### config.mk
export PLATFORM = sky130hd
export DESIGN_NAME = fet_guard
export DESIGN_NICKNAME = d
export VERILOG_FILES = /design/src/rtl/fg_pkg.sv /design/src/rtl/fg_limit_sel.sv /design/src/rtl/fg_fault_timer.sv /design/src/rtl/fet_guard.sv
export SDC_FILE = /design/constraint.sdc
export NUM_CORES = 1
export LEC_CHECK = 0
export ABC_AREA = 0
export BUFFER_PORTS_ARGS = -buffer_cell sky130_fd_sc_hd__buf_2
export CORE_AREA = 4 4 77 79
export DETAILED_ROUTE_END_ITERATION = 8
export DIE_AREA = 0 0 81 83
export HOLD_SLACK_MARGIN = 0.08
export PLACE_DENSITY = 0.78
export RECOVER_POWER = 25
export SLEW_MARGIN = 15
export SYNTH_ARGS = -nofsm -noshare
export SYNTH_HDL_FRONTEND = slang
export SYNTH_SLANG_ARGS = --single-unit
### constraint.sdc
create_clock -name clk -period 5.5 [get_ports clk]
set_input_delay 0.55 -clock clk [delete_from_list [all_inputs] [get_ports clk]]
set_output_delay 0.55 -clock clk [all_outputs]
set_load 0.05 [all_outputs]
### src/rtl/fg_pkg.sv
package fg_pkg;
    localparam int NCELL  = 7;
    localparam int NFAULT = 3;
    localparam int FT_DOC = 0;
    localparam int FT_DSC = 1;
    localparam int FT_COC = 2;

    typedef enum logic [1:0] {
        SEL_FET  = 2'd0,
        SEL_BAL  = 2'd1,
        SEL_PROT = 2'd2,
        SEL_TIME = 2'd3
    } fg_sel_e;

    typedef struct packed {
        logic              sleep;
        logic              asleep;
        logic              reg_en;
        logic              chg;
        logic              dsg;
        logic [NCELL-1:0]  bal;
        logic [NFAULT-1:0] stat;
        logic [NFAULT-1:0] dis;
        logic [1:0]        coc_code;
        logic [1:0]        doc_code;
        logic [1:0]        thr;
    } fg_ctrl_t;

    typedef struct packed {
        logic fired;
    } fg_tmr_flags_t;
endpackage

### src/rtl/fg_limit_sel.sv
module fg_limit_sel #(
    parameter int CW   = 10,
    parameter int BASE = 64
) (
    input  logic [1:0]    code,
    output logic [CW-1:0] limit
);
    always_comb begin
        limit = CW'(BASE) << code;
    end
endmodule

### src/rtl/fg_fault_timer.sv
module fg_fault_timer #(
    parameter int CW = 10
) (
    input  logic          clk,
    input  logic          rst_n,
    input  logic          flag,
    input  logic          tick,
    input  logic [CW-1:0] limit,
    output logic          expire
);
    typedef struct packed {
        logic [CW-1:0] count;
        logic          fired;
    } tmr_t;

    tmr_t tmr_d, tmr_q;
    logic [CW-1:0] count_inc;

    always_comb begin
        tmr_d     = tmr_q;
        expire    = 1'b0;
        count_inc = tmr_q.count + CW'(1);
        if (!flag) begin
            tmr_d.count = '0;
            tmr_d.fired = 1'b0;
        end else if (tick && !tmr_q.fired) begin
            if (count_inc >= limit) begin
                expire      = 1'b1;
                tmr_d.fired = 1'b1;
                tmr_d.count = '0;
            end else begin
                tmr_d.count = count_inc;
            end
        end
    end

    always_ff @(posedge clk or negedge rst_n) begin
        if (!rst_n) tmr_q <= '0;
        else        tmr_q <= tmr_d;
    end

    // a dropped flag restarts the count
    a_r2_drop_restarts: assert property (@(posedge clk) disable iff (!rst_n)
        !flag |=> (tmr_q.count == '0 && !tmr_q.fired));
    // a timer fires at most once per flag episode
    a_r3_fire_once: assert property (@(posedge clk) disable iff (!rst_n)
        tmr_q.fired |-> !expire);
    // a firing needs a tick with the flag high
    a_r3_tick_needed: assert property (@(posedge clk) disable iff (!rst_n)
        $rose(tmr_q.fired) |-> $past(flag && tick));
endmodule

### src/rtl/fet_guard.sv
module fet_guard
    import fg_pkg::*;
#(
    parameter int COC_BASE = 64,
    parameter int DOC_BASE = 8,
    parameter int SC_TICKS = 2,
    parameter int DATA_W   = 8
) (
    input  logic              clk,
    input  logic              rst_n,
    input  logic              tick_ms,
    input  logic              doc_flag,
    input  logic              dsc_flag,
    input  logic              coc_flag,
    input  logic              wr_en,
    input  logic [1:0]        wr_sel,
    input  logic [DATA_W-1:0] wr_data,
    input  logic              stat_rd,
    output logic              cfet,
    output logic              dfet,
    output logic [NCELL-1:0]  cb,
    output logic              reg_en,
    output logic              temp_en,
    output logic              sleep_bit,
    output logic [1:0]        doc_thr,
    output logic [NFAULT-1:0] fault_stat
);
    localparam int MAX_COC = COC_BASE * 8;
    localparam int MAX_DOC = DOC_BASE * 8;
    localparam int MAX_A   = (MAX_COC > MAX_DOC) ? MAX_COC : MAX_DOC;
    localparam int MAX_LIM = (MAX_A > SC_TICKS) ? MAX_A : SC_TICKS;
    localparam int CW      = $clog2(MAX_LIM + 1);

    fg_ctrl_t ctl_d, ctl_q;

    logic [NFAULT-1:0] flags;
    logic [NFAULT-1:0] expire;
    logic [NFAULT-1:0] trip;

    assign flags[FT_DOC] = doc_flag;
    assign flags[FT_DSC] = dsc_flag;
    assign flags[FT_COC] = coc_flag;

    for (genvar i = 0; i < NFAULT; i++) begin : g_fault
        localparam int BASE_I = (i == FT_COC) ? COC_BASE :
                                (i == FT_DOC) ? DOC_BASE : SC_TICKS;
        logic [1:0]    code_i;
        logic [CW-1:0] limit_i;

        if (i == FT_COC) begin : g_coc
            assign code_i = ctl_q.coc_code;
        end else if (i == FT_DOC) begin : g_doc
            assign code_i = ctl_q.doc_code;
        end else begin : g_fixed
            assign code_i = 2'b00;
        end

        fg_limit_sel #(.CW(CW), .BASE(BASE_I)) u_lim (
            .code  (code_i),
            .limit (limit_i)
        );

        fg_fault_timer #(.CW(CW)) u_tmr (
            .clk    (clk),
            .rst_n  (rst_n),
            .flag   (flags[i]),
            .tick   (tick_ms),
            .limit  (limit_i),
            .expire (expire[i])
        );

        // status holds until a read strobe
        a_r5_sticky: assert property (@(posedge clk) disable iff (!rst_n)
            (fault_stat[i] && !stat_rd) |=> fault_stat[i]);
        // an expiry always lands in status
        a_r5_expiry_sets: assert property (@(posedge clk) disable iff (!rst_n)
            expire[i] |=> fault_stat[i]);
    end

    assign trip = expire & ~ctl_q.dis;

    always_comb begin
        ctl_d       = ctl_q;
        ctl_d.sleep = 1'b0;

        if (stat_rd) ctl_d.stat = '0;
        ctl_d.stat = ctl_d.stat | expire;

        if (wr_en) begin
            case (fg_sel_e'(wr_sel))
                SEL_FET: begin
                    if (!ctl_q.asleep) begin
                        ctl_d.chg = wr_data[0];
                        ctl_d.dsg = wr_data[1];
                        if (wr_data[2]) begin
                            ctl_d.chg    = 1'b0;
                            ctl_d.dsg    = 1'b0;
                            ctl_d.bal    = '0;
                            ctl_d.sleep  = 1'b1;
                            ctl_d.asleep = 1'b1;
                        end
                    end
                end
                SEL_BAL: begin
                    if (!ctl_q.asleep) ctl_d.bal = wr_data[NCELL-1:0];
                end
                SEL_PROT: begin
                    ctl_d.dis = wr_data[NFAULT-1:0];
                end
                SEL_TIME: begin
                    ctl_d.coc_code = wr_data[1:0];
                    ctl_d.doc_code = wr_data[3:2];
                    ctl_d.thr      = wr_data[5:4];
                end
                default: ;
            endcase
        end

        if (|trip) begin
            ctl_d.chg = 1'b0;
            ctl_d.dsg = 1'b0;
        end

        ctl_d.reg_en = ~ctl_d.asleep;
    end

    always_ff @(posedge clk or negedge rst_n) begin
        if (!rst_n) ctl_q <= '0;
        else        ctl_q <= ctl_d;
    end

    assign cfet       = ctl_q.chg;
    assign dfet       = ctl_q.dsg;
    assign cb         = ctl_q.bal;
    assign reg_en     = ctl_q.reg_en;
    assign sleep_bit  = ctl_q.sleep;
    assign doc_thr    = ctl_q.thr;
    assign fault_stat = ctl_q.stat;
    assign temp_en    = |ctl_q.stat;

    // the charge drive rises only through a host write
    a_r1_cfet_by_host: assert property (@(posedge clk) disable iff (!rst_n)
        $rose(cfet) |-> $past(wr_en && wr_sel == 2'd0 && wr_data[0]));
    // the discharge drive rises only through a host write
    a_r1_dfet_by_host: assert property (@(posedge clk) disable iff (!rst_n)
        $rose(dfet) |-> $past(wr_en && wr_sel == 2'd0 && wr_data[1]));
    // an enabled expiry leaves both drives off
    a_r4_trip_clears: assert property (@(posedge clk) disable iff (!rst_n)
        (|(expire & ~ctl_q.dis)) |=> (!cfet && !dfet));
    // a charge overcurrent expiry powers the temperature monitor
    a_r6_temp_on_coc: assert property (@(posedge clk) disable iff (!rst_n)
        expire[FT_COC] |=> temp_en);
    // the sleep command shuts every output down
    a_r8_sleep_effects: assert property (@(posedge clk) disable iff (!rst_n)
        (wr_en && wr_sel == 2'd0 && wr_data[2] && !ctl_q.asleep)
        |=> (sleep_bit && !cfet && !dfet && cb == '0 && !reg_en));
    // the sleep bit clears itself
    a_r8_sleep_self_clear: assert property (@(posedge clk) disable iff (!rst_n)
        sleep_bit |=> !sleep_bit);
endmodule

After elaboration in Yosys (flattened, before gate mapping)
Cells that the tools add are included.
{ "totals": {"inputBits": 18, "ff_bits": 57} }
{ "op_classes": {"n_shift": 2, "n_mux": 33, "order_cmp": 3, "n_reduce_logical": 19, "addsub": 3, "eq_ne": 13, "n_bitwise": 4} }
{ "ops": {"columns": ["cell", "count"], "rows": [
  ["$mux W11", 6],
  ["$add A10 B1 Y10 const B", 3],
  ["$mux W10", 3],
  ["$mux W9", 3],
  ["$ge A10 B10 Y1", 2],
  ["$ne A2 B1 Y1 const B", 7],
  ["$pmux W7 S2", 1],
  ["$mux W1", 12],
  ["$mux W2", 6],
  ["$ge A10 B2 Y1 const B", 1],
  ["$reduce_and A2 Y1", 5],
  ["$shl A4 B2 Y10 const A", 1],
  ["$shl A7 B2 Y10 const A", 1],
  ["$mux W7", 1],
  ["$ne A2 B2 Y1 const B", 3],
  ["$reduce_bool A2 Y1", 3],
  ["$reduce_or A3 Y1", 2],
  ["$reduce_and A5 Y1", 1],
  ["$eq A2 B2 Y1 const B", 2],
  ["$and A3 B3 Y3", 1],
  ["$logic_and A1 B1 Y1", 3],
  ["$logic_not A1 Y1", 3],
  ["$mux W3", 1],
  ["$not A3 Y3", 1],
  ["5 further kinds", 5]
]} }

Depth between registers and ports, before layout
{ "logic_depth": {"ltp_word": 9, "ltp_mapped": 12} }

Modules after synthesis
Synthesis repeated with hierarchy kept, for this count alone.
{ "hier_totals": {"hier_cells": 418, "area_unflattened_um2": 3787.4} }
{ "by_module_without_submodules": {"columns": ["module", "n_inst", "cells_each", "area_per_inst_um2"], "rows": [
  ["fg_fault_timer at g_fault[1].u_tmr ...", 2, 102, 839.6],
  ["fet_guard", 1, 80, 1037.2],
  ["fg_fault_timer at g_fault[0].u_tmr", 1, 101, 845.8],
  ["fg_limit_sel", 3, 11, 75.1]
]} }

Worst setup path before layout
No wires, ideal clock.
{ "synth_path": {"kind": "register -> register", "from": "register g_fault[2].u_tmr.tmr_q[1] (netlist name)", "to": "register g_fault[2].u_tmr.tmr_q[10] (netlist name)", "n_path_buf": 0, "t_required_ns": 5.417, "setup_time_ns": 0.083, "arrival_time_ns": 2.511, "setup_slack_ns": 2.907, "path_stages_with_launch": 11, "path_cell_list": "dfrtp_1 -> nand3_1 -> nor3_1 -> and3_1 -> xnor2_1 -> ha_1 -> o21ai_0 -> a21oi_1 -> nor4b_2 -> a21oi_1 -> o21ai_0"} }
{ "synth_between": {"elab_chain_cells": 5} }
{ "synth_rtl": {"columns": ["element", "line", "text"], "rows": [
  ["from (decl)", "fg_fault_timer.sv:16", "tmr_t tmr_d, tmr_q;"],
  ["from (signal assigned)", "fg_fault_timer.sv:39", "else tmr_q <= tmr_d;"],
  ["$add A10 B1 Y10 *", "fg_fault_timer.sv:22", "count_inc = tmr_q.count + CW'(1);"],
  ["$ge A10 B10 Y1", "fg_fault_timer.sv:27", "if (count_inc >= limit) begin"],
  ["$mux W10 *", "fg_fault_timer.sv:27", null],
  ["$mux W11 *", "fg_fault_timer.sv:26", "end else if (tick && !tmr_q.fired) begin"],
  ["$mux W11 *", "fg_fault_timer.sv:23", "if (!flag) begin"]
]} }
Mark *: on every way between the ends. The rest lies on a longest branch, timed or not. The select of a mux whose other input is x is not followed.
A chain may end at the register's enable or synchronous reset.

Worst setup path in the final report
{ "layout_path": {"from": "register g_fault[2].u_tmr.tmr_q[1] (netlist name)", "to": "register g_fault[2].u_tmr.tmr_q[8] (netlist name)"} }
The elaborated chain is that of the path after synthesis.

==> results.toml <==
[outcome]
run_status = "finished, violations left"
failed_checks = "max-capacitance violations, max-slew violations"

[clock_tree]
cts_inserted_buffers = 9
holdBufCountCts = 0
cts_root_buffer = "clkbuf_8"
post_cts_resized = 0
cts_setup_buffers = 0
clock_tree.htree_level_count = 3
cts_tree = "done"
numClockSinks = 57
cts_clk_pin_slew_worst_paths_ns = 0.06
cts_buffer_depth = 2
insertion_delay_ns = 0.34

[yosys]
gate_count_after_technology_mapping = 312
number_of_flops_mapped_to_enable_cells_by_yosys = 0
yosysWarnings = 0
yosysSeqAreaShare_pct = 46.5
ys_types = 47
post_synth.cell_area_avg_sq_um = 9.83
synthesis.nets = 344
synth_area_sq_um = 3070
ys_ff_latch = 57
ys_dominant_reg_cell = "dfrtp_1"
synth-async-reset-ratio_pct = 100

[route]
drc = 0
top_layer_used = "met4"
vias = 2260
detailedRoute.firstPassIterationCount = 4
detailroute.wirelength.met2_um = 2720
iteration_0_drc_markers = 108
route.final.wire_length_um = 5890
postRouteAntennaNets = 0
m1WireLength_um = 2810
wl_per_cell_um = 14.2
post_drt_via_cell_ratio = 5.46
detailroute.wirelength.met3_um = 250

[placed_design]
place.port_buffers = 33
dpl.hpwl_um = 4100
routabilityCongestion = 0.848

[setup_path]
timing.critical_path.slowest_cell_delay_ns = 0.74
worst_r2r_startpoint = "g_fault[2].u_tmr.tmr_q[1]$_DFFE_PN0P_"
timing.critical_path.cells = "nand3_1 -> nor3_1 -> and3_1 -> xnor2_1 -> ha_1 -> o21ai_0 -> a21oi_1 -> nor4b_2 -> a21oi_1 -> o21ai_0"
worst-r2r-cell-count = 10
criticalPathCategory = "flip-flop to flip-flop"
critPathLaunchType = "flip-flop"
reg2reg_setup_slack_ns = 2.45
critPathMaxFanout = 9
r2r_end = "g_fault[2].u_tmr.tmr_q[8]$_DFFE_PN0P_"
crit_slowest_cell = "nor4b_2"
critical_path_required_ns = 5.75
setup.worst_path.end_class = "flip-flop"
cp.arrival_ns = 3.31

[floorplan]
die-area_sq_um = 6720
initial_utilization_pct = 57.5
die_x_um = 81
die_height_um = 83
core_area_sq_um = 5340
number_of_placement_rows = 27
io_pins = 35

[sta]
number_of_endpoints_failing_setup_at_the_final_stage = 0
fmax_mhz = 327
final-hold-violation-count = 0
finalCriticalPeriod_ns = 3.05
layout_worst_path_cycle_share_pct = 55.5
setup-tns-final_ns = 0
timing.max_slew.rel_slack_pct = -99.2
rsz0062_at_grt = "false"
timing_max_transition_violations_final = 58
clock_skew_ns = 0.0103
hold_slack_ns = 0.446
timing_worst_slew_pin_value_ns = 2.99

[worst_hold_path]
holdPathStages = 3
worstHoldEndpoint = "cb[6]$_DFFE_PN0P_"
path_class_of_the_lowest_slack_min_delay_path = "primary input to flip-flop"
worstHoldStart = "wr_data[6]"

[final_layout]
layout.cells.most_common_list = "dfrtp_1 (57), buf_2 (32), nand2_1 (24), o21ai_0 (24), nand3_1 (23)"
layout_commonest_cell = "dfrtp_1"
final_net_count = 371
diodes = 0
drive_above_1_share_pct = 18.7
syn2layout_area_growth_pct = 11.3

[flow_run]
drv_cap = 1

[power]
power.leakage_nw = 1.65
vdd_drop_max_uv = 208
power.density_cell_area_nw_per_um2 = 331

[global_route]
grt-ovfl-total = 0
grt_pass1_wl_um = 10600
grt_antenna_before_repair = 0
grt_use_total_pct = 20.2
grt_max_degree = 58
first_global_vias = 2305
synth_stat cells, types with 2 or more instances:
cell	instances	area, sq um
dfrtp_1	57	1430
o21ai_1	5	25.0
nand2_1	24	90.1
nand3b_1	2	15.0
mux2_2	9	101
mux2i_1	2	20.0
ha_1	14	175
o21ai_0	24	120
a21o_1	2	15.0
and3_1	18	113
inv_1	22	82.6
buf_4	12	90.1
nor3_1	5	25.0
o211ai_1	2	15.0
nand3_1	23	115
o21a_1	3	22.5
a31oi_1	4	25.0
and2_1	5	31.3
and4_1	2	17.5
o31ai_1	3	22.5
nor4_1	2	12.5
nor2_1	11	41.3
or2_2	2	12.5
nand2b_1	7	43.8
nor4b_1	2	17.5
xor2_1	6	52.6
clkbuf_1	5	18.8
nor2b_1	5	31.3
nor3b_1	5	37.5
a22o_1	4	35.0
a21oi_1	6	30.0
xnor2_1	4	35.0
layer usage:
layer | GRT usage (%) | vias up
li1 | - | 1138
met1 | 26.2 | 1080
met2 | 30.8 | 32
met3 | 7.16 | 10
met4 | 7.22 | 0
met5 | 0 | -
worst max-delay path by stage:
stage                                                startpoint                                endpoint  slack (ns)
after global placement    g_fault[2].u_tmr.tmr_q[1]$_DFFE_PN0P_   g_fault[2].u_tmr.tmr_q[8]$_DFFE_PN0P_        2.48
after floorplan           g_fault[2].u_tmr.tmr_q[1]$_DFFE_PN0P_  g_fault[2].u_tmr.tmr_q[10]$_DFFE_PN0P_        2.91
after global routing                                      rst_n   g_fault[2].u_tmr.tmr_q[5]$_DFFE_PN0P_        1.79
after CTS                 g_fault[2].u_tmr.tmr_q[1]$_DFFE_PN0P_   g_fault[2].u_tmr.tmr_q[8]$_DFFE_PN0P_        2.41
after detailed placement  g_fault[2].u_tmr.tmr_q[1]$_DFFE_PN0P_   g_fault[2].u_tmr.tmr_q[8]$_DFFE_PN0P_        2.44
final                     g_fault[2].u_tmr.tmr_q[1]$_DFFE_PN0P_   g_fault[2].u_tmr.tmr_q[8]$_DFFE_PN0P_        2.45
area by class of cell:
| type | count | area (sq um) |
|---|---|---|
| clock buffers | 10 | 128 |
| clock inverters | 4 | 70.1 |
| fillers | 492 | 1920 |
| inverters | 22 | 82.6 |
| multi-input cells | 215 | 1450 |
| flip-flops and latches | 57 | 1430 |
| well taps | 72 | 90.1 |
| repair buffers | 34 | 168 |
registers in the layout (all words and copies together) (netlist names):
signal	flops
doc_thr	2
g_fault.code_i	4
dfet	1
reg_en	1
ctl_q	4
cfet	1
cb	7
sleep_bit	1
fault_stat	3
g_fault.u_tmr.tmr_q	33
where the power goes:
| part | internal, mW | switching, mW | leakage [nW] | total [mW] |
|---|---|---|---|---|
| combinational | 0.0681 | 0.166 | 0.790 | 0.234 |
| sequential | 0.458 | 0.0288 | 0.761 | 0.487 |
| clock | 0.249 | 0.162 | 0.102 | 0.411 |
worst max-delay path: cells and delay by family (launching register included):
family / cells / cell delay (ns)
AND/OR/NAND/NOR: 4 / 1.67
flip-flops: 1 / 0.41
AO/OA/AOI/OAI: 4 / 0.50
XOR/XNOR: 1 / 0.14
adder cells (fa/ha/maj): 1 / 0.25
metrics by stage:
stage	cell area, sq um	power [mW]	setup slack, ns	std cells	utilization [%]
floorplan	3070	0.686	2.91	312	-
finish	3420	1.13	2.45	414	64.0
global placement	3220	0.723	2.48	400	60.3
detailed placement	3220	0.729	2.44	400	60.3
global route	3420	1.19	1.79	414	64.0
CTS	3420	1.14	2.41	414	64.0
logic make-up after synthesis:
kind of cell / count (synthesis) / share of synthesized area [%]
DFF: 57 / 46.5
muxes: 11 / 3.96
adders and majority gates: 14 / 5.71
xor gates and xnor gates: 10 / 2.85
AOI/OAI and AO/OA: 59 / 12.4
buffers and inverters: 40 / 6.36
and+or+nand+nor: 121 / 22.3
Note: power is estimated with default switching activity, not from simulation.
